**src/rtl/vend_pkg.sv**
```systemverilog
package vend_pkg;

  localparam int VAL_W = 8;

  typedef enum logic [1:0] {
    PRICE_LOW  = 2'b00,
    PRICE_MID  = 2'b01,
    PRICE_HIGH = 2'b10,
    PRICE_RSV  = 2'b11
  } price_sel_e;

  typedef struct packed {
    logic accept;
    logic change;
    logic reject;
  } verdict_t;

endpackage

```
**src/rtl/slot_tally.sv**
```systemverilog
module slot_tally #(
  parameter int N_SLOTS  = 3,
  parameter int COIN_VAL = 10,
  parameter int VAL_W    = 8
) (
  input  logic [N_SLOTS-1:0] slots_i,
  output logic               ordered_o,
  output logic [VAL_W-1:0]   count_o,
  output logic [VAL_W-1:0]   value_o
);

  logic [N_SLOTS-1:0] link_ok;

  assign link_ok[0] = 1'b1;

  genvar g;
  generate
    for (g = 1; g < N_SLOTS; g++) begin : g_link
      // a slot may hold a coin only if the one below it does
      assign link_ok[g] = !slots_i[g] || slots_i[g-1];
    end
  endgenerate

  assign ordered_o = &link_ok;

  always_comb begin
    count_o = '0;
    value_o = '0;
    for (int i = 0; i < N_SLOTS; i++) begin
      if (slots_i[i]) begin
        count_o = count_o + VAL_W'(1);
        value_o = value_o + VAL_W'(COIN_VAL);
      end
    end
  end

endmodule

```
**src/rtl/price_rule.sv**
```systemverilog
module price_rule
  import vend_pkg::*;
#(
  parameter int PRICE_A  = 35,
  parameter int PRICE_B  = 45,
  parameter int PRICE_C  = 55,
  parameter int MAX_AB   = 3,
  parameter int MAX_C    = 4,
  parameter int VAL_W    = 8
) (
  input  logic [1:0]       sel_i,
  output logic [VAL_W-1:0] price_o,
  output logic [VAL_W-1:0] max_coins_o,
  output logic             nickel_en_o,
  output logic             sel_valid_o
);

  always_comb begin
    price_o     = VAL_W'(PRICE_A);
    max_coins_o = VAL_W'(MAX_AB);
    nickel_en_o = 1'b0;
    sel_valid_o = 1'b1;
    unique case (price_sel_e'(sel_i))
      PRICE_LOW: ;
      PRICE_MID: price_o = VAL_W'(PRICE_B);
      PRICE_HIGH: begin
        price_o     = VAL_W'(PRICE_C);
        max_coins_o = VAL_W'(MAX_C);
        nickel_en_o = 1'b1;
      end
      PRICE_RSV: sel_valid_o = 1'b0;
      default:   sel_valid_o = 1'b0;
    endcase
  end

endmodule

```
**src/rtl/vend_compare.sv**
```systemverilog
module vend_compare
  import vend_pkg::*;
#(
  parameter int VAL_W = 8
) (
  input  logic             req_i,
  input  logic             ordered_i,
  input  logic             sel_valid_i,
  input  logic [VAL_W-1:0] coins_i,
  input  logic [VAL_W-1:0] max_coins_i,
  input  logic [VAL_W-1:0] total_i,
  input  logic [VAL_W-1:0] price_i,
  output verdict_t         verdict_o
);

  logic legal;
  logic enough;

  assign legal  = ordered_i && sel_valid_i && (coins_i <= max_coins_i);
  assign enough = legal && (total_i >= price_i);

  always_comb begin
    verdict_o = '0;
    if (req_i) begin
      verdict_o.accept = enough;
      verdict_o.change = enough && (total_i > price_i);
      verdict_o.reject = !enough;
    end
  end

endmodule

```
**src/rtl/vend_decider.sv**
```systemverilog
module vend_decider
  import vend_pkg::*;
#(
  parameter int N_DIME    = 3,
  parameter int N_QUARTER = 2,
  parameter int DIME_VAL  = 10,
  parameter int QTR_VAL   = 25,
  parameter int NICK_VAL  = 5
) (
  input  logic                 clk,
  input  logic                 rst,
  input  logic                 req_i,
  input  logic [N_DIME-1:0]    dime_slot_i,
  input  logic [N_QUARTER-1:0] quarter_slot_i,
  input  logic                 nickel_slot_i,
  input  logic [1:0]           price_sel_i,
  output logic                 accept_o,
  output logic                 change_o,
  output logic                 reject_o
);

  localparam int W = VAL_W;

  logic [W-1:0] price, max_coins;
  logic         nickel_en, sel_valid;
  logic         dime_ok, qtr_ok, nick_ok;
  logic [W-1:0] dime_cnt, qtr_cnt, nick_cnt;
  logic [W-1:0] dime_val, qtr_val, nick_val;
  logic [W-1:0] coins_sum, value_sum;
  logic [0:0]   nick_gated;
  verdict_t     verdict_d, verdict_q;

  price_rule #(.VAL_W(W)) u_price (
    .sel_i       (price_sel_i),
    .price_o     (price),
    .max_coins_o (max_coins),
    .nickel_en_o (nickel_en),
    .sel_valid_o (sel_valid)
  );

  slot_tally #(.N_SLOTS(N_DIME), .COIN_VAL(DIME_VAL), .VAL_W(W)) u_dime (
    .slots_i   (dime_slot_i),
    .ordered_o (dime_ok),
    .count_o   (dime_cnt),
    .value_o   (dime_val)
  );

  slot_tally #(.N_SLOTS(N_QUARTER), .COIN_VAL(QTR_VAL), .VAL_W(W)) u_qtr (
    .slots_i   (quarter_slot_i),
    .ordered_o (qtr_ok),
    .count_o   (qtr_cnt),
    .value_o   (qtr_val)
  );

  // the nickel only counts when the high price enables it
  assign nick_gated = nickel_slot_i & nickel_en;

  slot_tally #(.N_SLOTS(1), .COIN_VAL(NICK_VAL), .VAL_W(W)) u_nick (
    .slots_i   (nick_gated),
    .ordered_o (nick_ok),
    .count_o   (nick_cnt),
    .value_o   (nick_val)
  );

  assign coins_sum = dime_cnt + qtr_cnt + nick_cnt;
  assign value_sum = dime_val + qtr_val + nick_val;

  vend_compare #(.VAL_W(W)) u_cmp (
    .req_i       (req_i),
    .ordered_i   (dime_ok && qtr_ok && nick_ok),
    .sel_valid_i (sel_valid),
    .coins_i     (coins_sum),
    .max_coins_i (max_coins),
    .total_i     (value_sum),
    .price_i     (price),
    .verdict_o   (verdict_d)
  );

  always_ff @(posedge clk) begin
    if (rst) verdict_q <= '0;
    else     verdict_q <= verdict_d;
  end

  assign accept_o = verdict_q.accept;
  assign change_o = verdict_q.change;
  assign reject_o = verdict_q.reject;

endmodule

```
**config.mk**
```make
export PLATFORM = sky130hd
export DESIGN_NAME = vend_decider
export DESIGN_NICKNAME = d
export VERILOG_FILES = /design/src/rtl/vend_pkg.sv /design/src/rtl/slot_tally.sv /design/src/rtl/price_rule.sv /design/src/rtl/vend_compare.sv /design/src/rtl/vend_decider.sv
export SDC_FILE = /design/constraint.sdc
export NUM_CORES = 1
export LEC_CHECK = 0
export ABC_AREA = 1
export BUFFER_PORTS_ARGS = -buffer_cell sky130_fd_sc_hd__buf_2
export CORE_AREA = 2 2 42 44
export CTS_BUF_LIST = sky130_fd_sc_hd__clkbuf_8
export DETAILED_ROUTE_END_ITERATION = 8
export DIE_AREA = 0 0 44 46
export GPL_TIMING_DRIVEN = 0
export PLACE_DENSITY_LB_ADDON = 0.25
export REMOVE_ABC_BUFFERS = 1
export SYNTH_ARGS = -nofsm -noshare
export SYNTH_HDL_FRONTEND = slang
export SYNTH_SLANG_ARGS = --single-unit
export TNS_END_PERCENT = 50
```
**constraint.sdc**
```tcl
create_clock -name clk -period 6.61 [get_ports clk]
set_clock_uncertainty 0.1 [all_clocks]
set_input_delay 0.3305 -clock clk [delete_from_list [all_inputs] [get_ports clk]]
set_output_delay 0.3305 -clock clk [all_outputs]
set_load 0.01 [all_outputs]
```
==> metrics.cfg, run 1 <==
[synthesis]
yosysTopAreaCell = ha_1
ys_warn_count = 0
netlist_area_um2 = 877
synth_cells = 127
synth-seq-area-share = 0.0685
synth_area_leaders = ha_1, inv_1, nand2_1
syn_avg_cell_area_um2 = 6.91
synth.distinct_cells = 22
ys_ff_latch = 3
synth_top_cell_area_share = 0.314

[grt]
grt_pass1_wl_mm = 2.86
grt_pass1_vias = 769
grt_max_degree = 6
antenna_found_initial = 0
grt_use_total = 0.188
overflow = 0

[drt]
drc = 0
wirelength_mm = 1.63
routedWlPerCell_um = 10.1
drt_iter0_drc = 18
postRouteAntennaNets = 0
first_pass_iters = 4
num_vias = 820
viasPerCell = 5.09

[critical_path]
required_ns = 6.66
critical_path.max_stage_delay_ns = 0.48
path_class = input pin to flip-flop
crit_fanout = 3
cp_slowest_cell = fa_1
critPathBufInv = 6
cp_top_family = adder cells
crit_path_end_kind = flip-flop
critPathArrivalTime_ns = 3.13
cp_cell_sequence = buf_2 > inv_1 > ha_1 > xor2_1 > ha_1 > inv_1 > o21ai_1 > inv_1 > fa_1 > inv_1 > ha_1 > inv_1 > o21bai_1 > a21oi_1 > nor2_1 > nor3_4 > nand3_2 > nor2_1
start_kind = input pin
cpMostUsedCell = inv_1

[run]
cap_violations = 0

[pwr]
p_leak_nw = 0.623
irDropWorstVdd_mv = 0.0850
cellPowerDensity_nw_per_um2 = 170

[sta]
fin_crit_ns = 3.08
drv_slew = 0
finalSetupTns_ns = 0
fin_crit_sh = 0.466
max_clock_freq_mhz = 325
worstMarginPinSlew_ns = 0.283
slew_headroom = 0.811
finalHoldWorstSlack_ns = 0.302
setup_violations = 0
finalHoldViolCount = 0
rsz0062_at_grt = false

[clock_network]
postCtsHoldBufs = 0
clockBufferDepth = 2
post_cts_buffers = 0
numCtsBuffers = 3
root_buffer = clkbuf_8
clk_pin_slew_worst_paths_ns = 0.03
cts_resized = 0
htree_levels = 1
cts_tree = yes
clock_sinks = 3

[finish]
layout-drive-gt1-share = 0.174
final_common_cell = inv_1
insertedDiodeCount = 0
nNetsFinal = 180
syn2layout_area_growth_pct = 15.0
multiInputGateArea_um2 = 686
seqCellArea_um2 = 60.1
layout_common_cells = inv_1, ha_1, nand2_1, buf_2
nFillCells = 165

[die]
die_h_um = 46
start_util = 0.543
die_width_um = 44
rows = 15
fp.dieArea_um2 = 2020
coreArea_um2 = 1610
pin_count = 14

[placement]
gp_congestion = 0.877
io_buffers = 13
hpwl_mm = 1.46

[min_path]
hp-class = input pin to flip-flop

[outcome]
status = finished clean

## cell usage after synthesis
library cell / count
a21o_1: 1
a21oi_1: 8
a31oi_1: 1
and3_1: 1
dfxtp_1: 3
fa_1: 2
ha_1: 22
inv_1: 34
inv_2: 1
nand2_1: 19
nand2_2: 3
nand2_4: 1
nand3_1: 5
nand3_2: 3
nand4_1: 3
nor2_1: 8
nor3_4: 1
o211ai_1: 1
o21ai_1: 1
o21bai_1: 2
xnor2_1: 1
xor2_1: 6
## registers in the layout (all words and copies together), names as in the netlist
signal	cells
reject_o	1
change_o	1
accept_o	1
## cell type report
cell class | instances | area share
flip-flops and latches | 3 | 0.0596
inverters | 35 | 0.130
clock inverters | 1 | 0.00372
clock buffers | 3 | 0.0409
multi-input cells | 89 | 0.680
well taps | 17 | 0.0211
repair buffers | 13 | 0.0645
## per-stage QoR
step | instance area (µm²) | worst slack, ns | total power [mW] | util | cells
after floorplan | 877 | 3.63 | 0.0988 | - | 127
after global placement | 963 | 3.38 | 0.117 | 0.597 | 157
after detailed placement | 963 | 3.29 | 0.121 | 0.597 | 157
after CTS | 1010 | 3.48 | 0.173 | 0.625 | 161
after global routing | 1010 | 3.32 | 0.191 | 0.625 | 161
final | 1010 | 3.53 | 0.171 | 0.625 | 161
## worst paths after layout
check             slack [ns]  depth (start not counted)            from       end
setup / recovery        3.53                         18  dime_slot_i[0]  change_o
hold / removal          0.30                          3           req_i  accept_o
## kinds of logic (layout without fill, tap and decap cells)
family,count (synthesis),after routing,share of synthesized area
AND/OR/NAND/NOR,44,44,0.260
adder cells (fa/ha/maj),24,24,0.359
XOR/XNOR,7,7,0.0699
AO/OA/AOI/OAI,14,14,0.0927
buffers and inverters,35,52,0.150
flip-flops,3,3,0.0685
## power by group
| group | total [mW] | internal [mW] | switching (mW) |
|---|---|---|---|
| clock | 0.0510 | 0.0395 | 0.0115 |
| combinational | 0.101 | 0.0419 | 0.0589 |
| sequential | 0.0196 | 0.0193 | 0.000238 |
| total | 0.171 | 0.101 | 0.0706 |
## layer usage
layer  vias to the layer above  GRT usage  share of wire  wire, µm
met1                       377      0.198           0.44       713
met5                         -          0              0         0
li1                        431          -              -         -
met2                        12      0.382           0.54       876
met4                         0     0.0364              0         0
met3                         0     0.0317          0.027        44
No activity file was read; power rests on OpenSTA's default activity.
==> run 2, diff against run 1 <==
--- a/config.mk
+++ b/config.mk
@@ -5,12 +5,12 @@
 export SDC_FILE = /design/constraint.sdc
 export NUM_CORES = 1
 export LEC_CHECK = 0
-export ABC_AREA = 1
+export ABC_AREA = 0
 export BUFFER_PORTS_ARGS = -buffer_cell sky130_fd_sc_hd__buf_2
-export CORE_AREA = 2 2 42 44
+export CORE_AREA = 2 2 49 42
 export CTS_BUF_LIST = sky130_fd_sc_hd__clkbuf_8
 export DETAILED_ROUTE_END_ITERATION = 8
-export DIE_AREA = 0 0 44 46
+export DIE_AREA = 0 0 51 44
 export GPL_TIMING_DRIVEN = 0
 export PLACE_DENSITY_LB_ADDON = 0.25
 export REMOVE_ABC_BUFFERS = 1
==> constraint.sdc (replaced) <==
create_clock -name clk -period 2.55 [get_ports clk]
set_clock_uncertainty 0.1 [all_clocks]
set_input_delay 0.1275 -clock clk [delete_from_list [all_inputs] [get_ports clk]]
set_output_delay 0.1275 -clock clk [all_outputs]
set_load 0.01 [all_outputs]
==> metrics.cfg, run 2 <==
[finish]
instances_no_fill = 159
layout-drive-gt1-share = 0.422
final_common_cell = ha_1
nNetsFinal = 171
layout_common_cells = ha_1, inv_1, buf_4, buf_2, a21oi_1
nFillCells = 150
insertedDiodeCount = 0
syn2layout_area_growth_pct = 41.6

[synthesis]
synth_top_family_by_area = adder cells
ys_ff_latch = 3
synthAdderAreaFrac = 0.367
netlist_area_um2 = 860
synth-seq-area-share = 0.0699
synth_compound_area_frac = 0.224
synthArstFlopShare = 0
ys.flop_type = dfxtp_1
synth_edf_count = 0
synth_top_cell_area_share = 0.320
ys_warn_count = 0
synth_area_leaders = ha_1, inv_1, dfxtp_1
syn_avg_cell_area_um2 = 8.27
synthTopCellsByCount = ha_1, inv_1, a21oi_1, nand2_1, xor2_1
synth_most_common_cell = ha_1
yosys.area_share.simple = 0.151
synth_cells = 104
synthXorXnorAreaFrac = 0.0815
synth_mux_area_frac = 0.0233
yosysTopAreaCell = ha_1
synth.distinct_cells = 35

[grt]
grt_max_degree = 7
grt_use_total = 0.214
overflow = 0
grt_pass1_wl_mm = 3.55
antenna_found_initial = 0
grt_pass1_vias = 887

[sta]
fin_crit_ns = 2.86
finalHoldViolCount = 0
worst_slack_ns = -0.310
max_clock_freq_mhz = 350
finalSetupTns_ns = -0.879
setup_violations = 3
rsz0062_at_grt = true
fin_crit_sh = 1.12
slew_headroom = 0.796
worstMarginPinSlew_ns = 0.305
drv_slew = 0

[outcome]
status = complete, but fails checks
violations = setup timing

[drt]
wirelength_mm = 2.11
num_vias = 845
viasPerCell = 5.31
drt_iter0_drc = 8
routedWlPerCell_um = 13.3
first_pass_iters = 4
drc = 0
postRouteAntennaNets = 0

[pwr]
irDropWorstVdd_mv = 0.279
p_leak_nw = 0.641
cellPowerDensity_nw_per_um2 = 449
total_power_uw = 547

[clock_network]
htree_levels = 1
cts_tree = yes
clk_pin_slew_worst_paths_ns = 0.03
postCtsHoldBufs = 0
root_buffer = clkbuf_8
clock_sinks = 3
clockBufferDepth = 2
numCtsBuffers = 3

[critical_path]
start_kind = input pin
critical_path.max_stage_delay_ns = 0.33
critPathArrivalTime_ns = 2.87
required_ns = 2.56
cp_slowest_cell = ha_1
path_class = input pin to flip-flop
cp_cell_sequence = buf_8 > inv_4 > ha_4 > buf_4 > xor2_1 > ha_1 > nor2b_2 > nand2_1 > mux2i_2 > a211o_1 > xor2_1 > ha_1 > a21o_1 > a31oi_1 > a31oi_1 > nor3b_1 > o211a_1
crit_path_end_kind = flip-flop
crit_fanout = 3

[min_path]
hp-start = rst
holdPathStages = 3
hold_end = change_o
hp-class = input pin to flip-flop

[die]
pin_count = 14
die_width_um = 51
start_util = 0.486
fp.dieArea_um2 = 2240
die_h_um = 44
coreArea_um2 = 1770
rows = 14

[run]
cap_violations = 0

[placement]
hpwl_mm = 1.48
gp_congestion = 0.796
io_buffers = 13
dpl.cell_count = 141

==> run 2: logic make-up after synthesis <==
family                     count (synthesis)
AOI/OAI and AO/OA                         25
xor gates and xnor gates                   8
adders and majority gates                 24
buffers and inverters                     19
DFF                                        3
muxes                                      2
and+or+nand+nor                           23
==> run 2: per-layer routing <==
layer | GRT usage | share of wire | vias to the layer above
met3 | 0.0345 | 0.030 | 4
li1 | - | - | 424
met1 | 0.226 | 0.42 | 396
met2 | 0.397 | 0.53 | 21
met4 | 0.130 | 0.020 | 0
met5 | 0 | 0 | -
==> run 2: layout make-up <==
class	instances	area [µm²]	share of cell area
well taps	24	30.0	0.0247
clock buffers	3	41.3	0.0339
flip-flops and latches	3	60.1	0.0493
clock inverters	1	3.75	0.00308
repair buffers	27	186	0.153
inverters	19	76.3	0.0627
multi-input cells	82	820	0.673
==> run 2: worst max-delay path, delay by kind of cell <==
| kind | cells | cell delay [ns] |
|---|---|---|
| buf+inv | 3 | 0.29 |
| fa+ha+maj | 3 | 0.85 |
| mux | 1 | 0.08 |
| compound gates | 5 | 0.82 |
| xor+xnor | 2 | 0.29 |
| simple gates | 3 | 0.41 |
==> run 2: repair_timing <==
| item | 4_1_cts | 5_1_grt |
|---|---|---|
| resized for setup | 23 | 6 |
| endpoints found under the setup margin | 3 | 3 |
| pin swaps | 12 | 5 |
| buffers inserted | 11 | 3 |
==> run 2: power breakdown <==
group          total, mW  internal, mW  switching, mW
sequential        0.0513        0.0507       0.000638
combinational      0.356         0.178          0.178
clock              0.139         0.103         0.0365
total              0.547         0.332          0.215
==> run 2: how the worst max path moves through the flow <==
stage                               from  endpoint  slack (ns)  cells after the start
after CTS                 dime_slot_i[1]  reject_o       -0.28                     16
after global placement    dime_slot_i[1]  change_o       -0.85                     17
after global routing      dime_slot_i[0]  change_o       -0.41                     17
after detailed placement  dime_slot_i[1]  change_o       -0.89                     17
after floorplan           dime_slot_i[0]  change_o       -0.48                     16
final                     dime_slot_i[1]  change_o       -0.31                     17
==> run 2: metrics by stage <==
stage          setup slack, ns  hold slack [ns]  instance area, µm²   util
2_1_floorplan           -0.479            0.240                 860      -
3_3_place_gp            -0.845            0.341                 955  0.540
3_5_place_dp            -0.894            0.349                 955  0.540
4_1_cts                 -0.275            0.114                1180  0.665
5_1_grt                 -0.406            0.139                1220  0.688
6_report                -0.310            0.129                1220  0.688
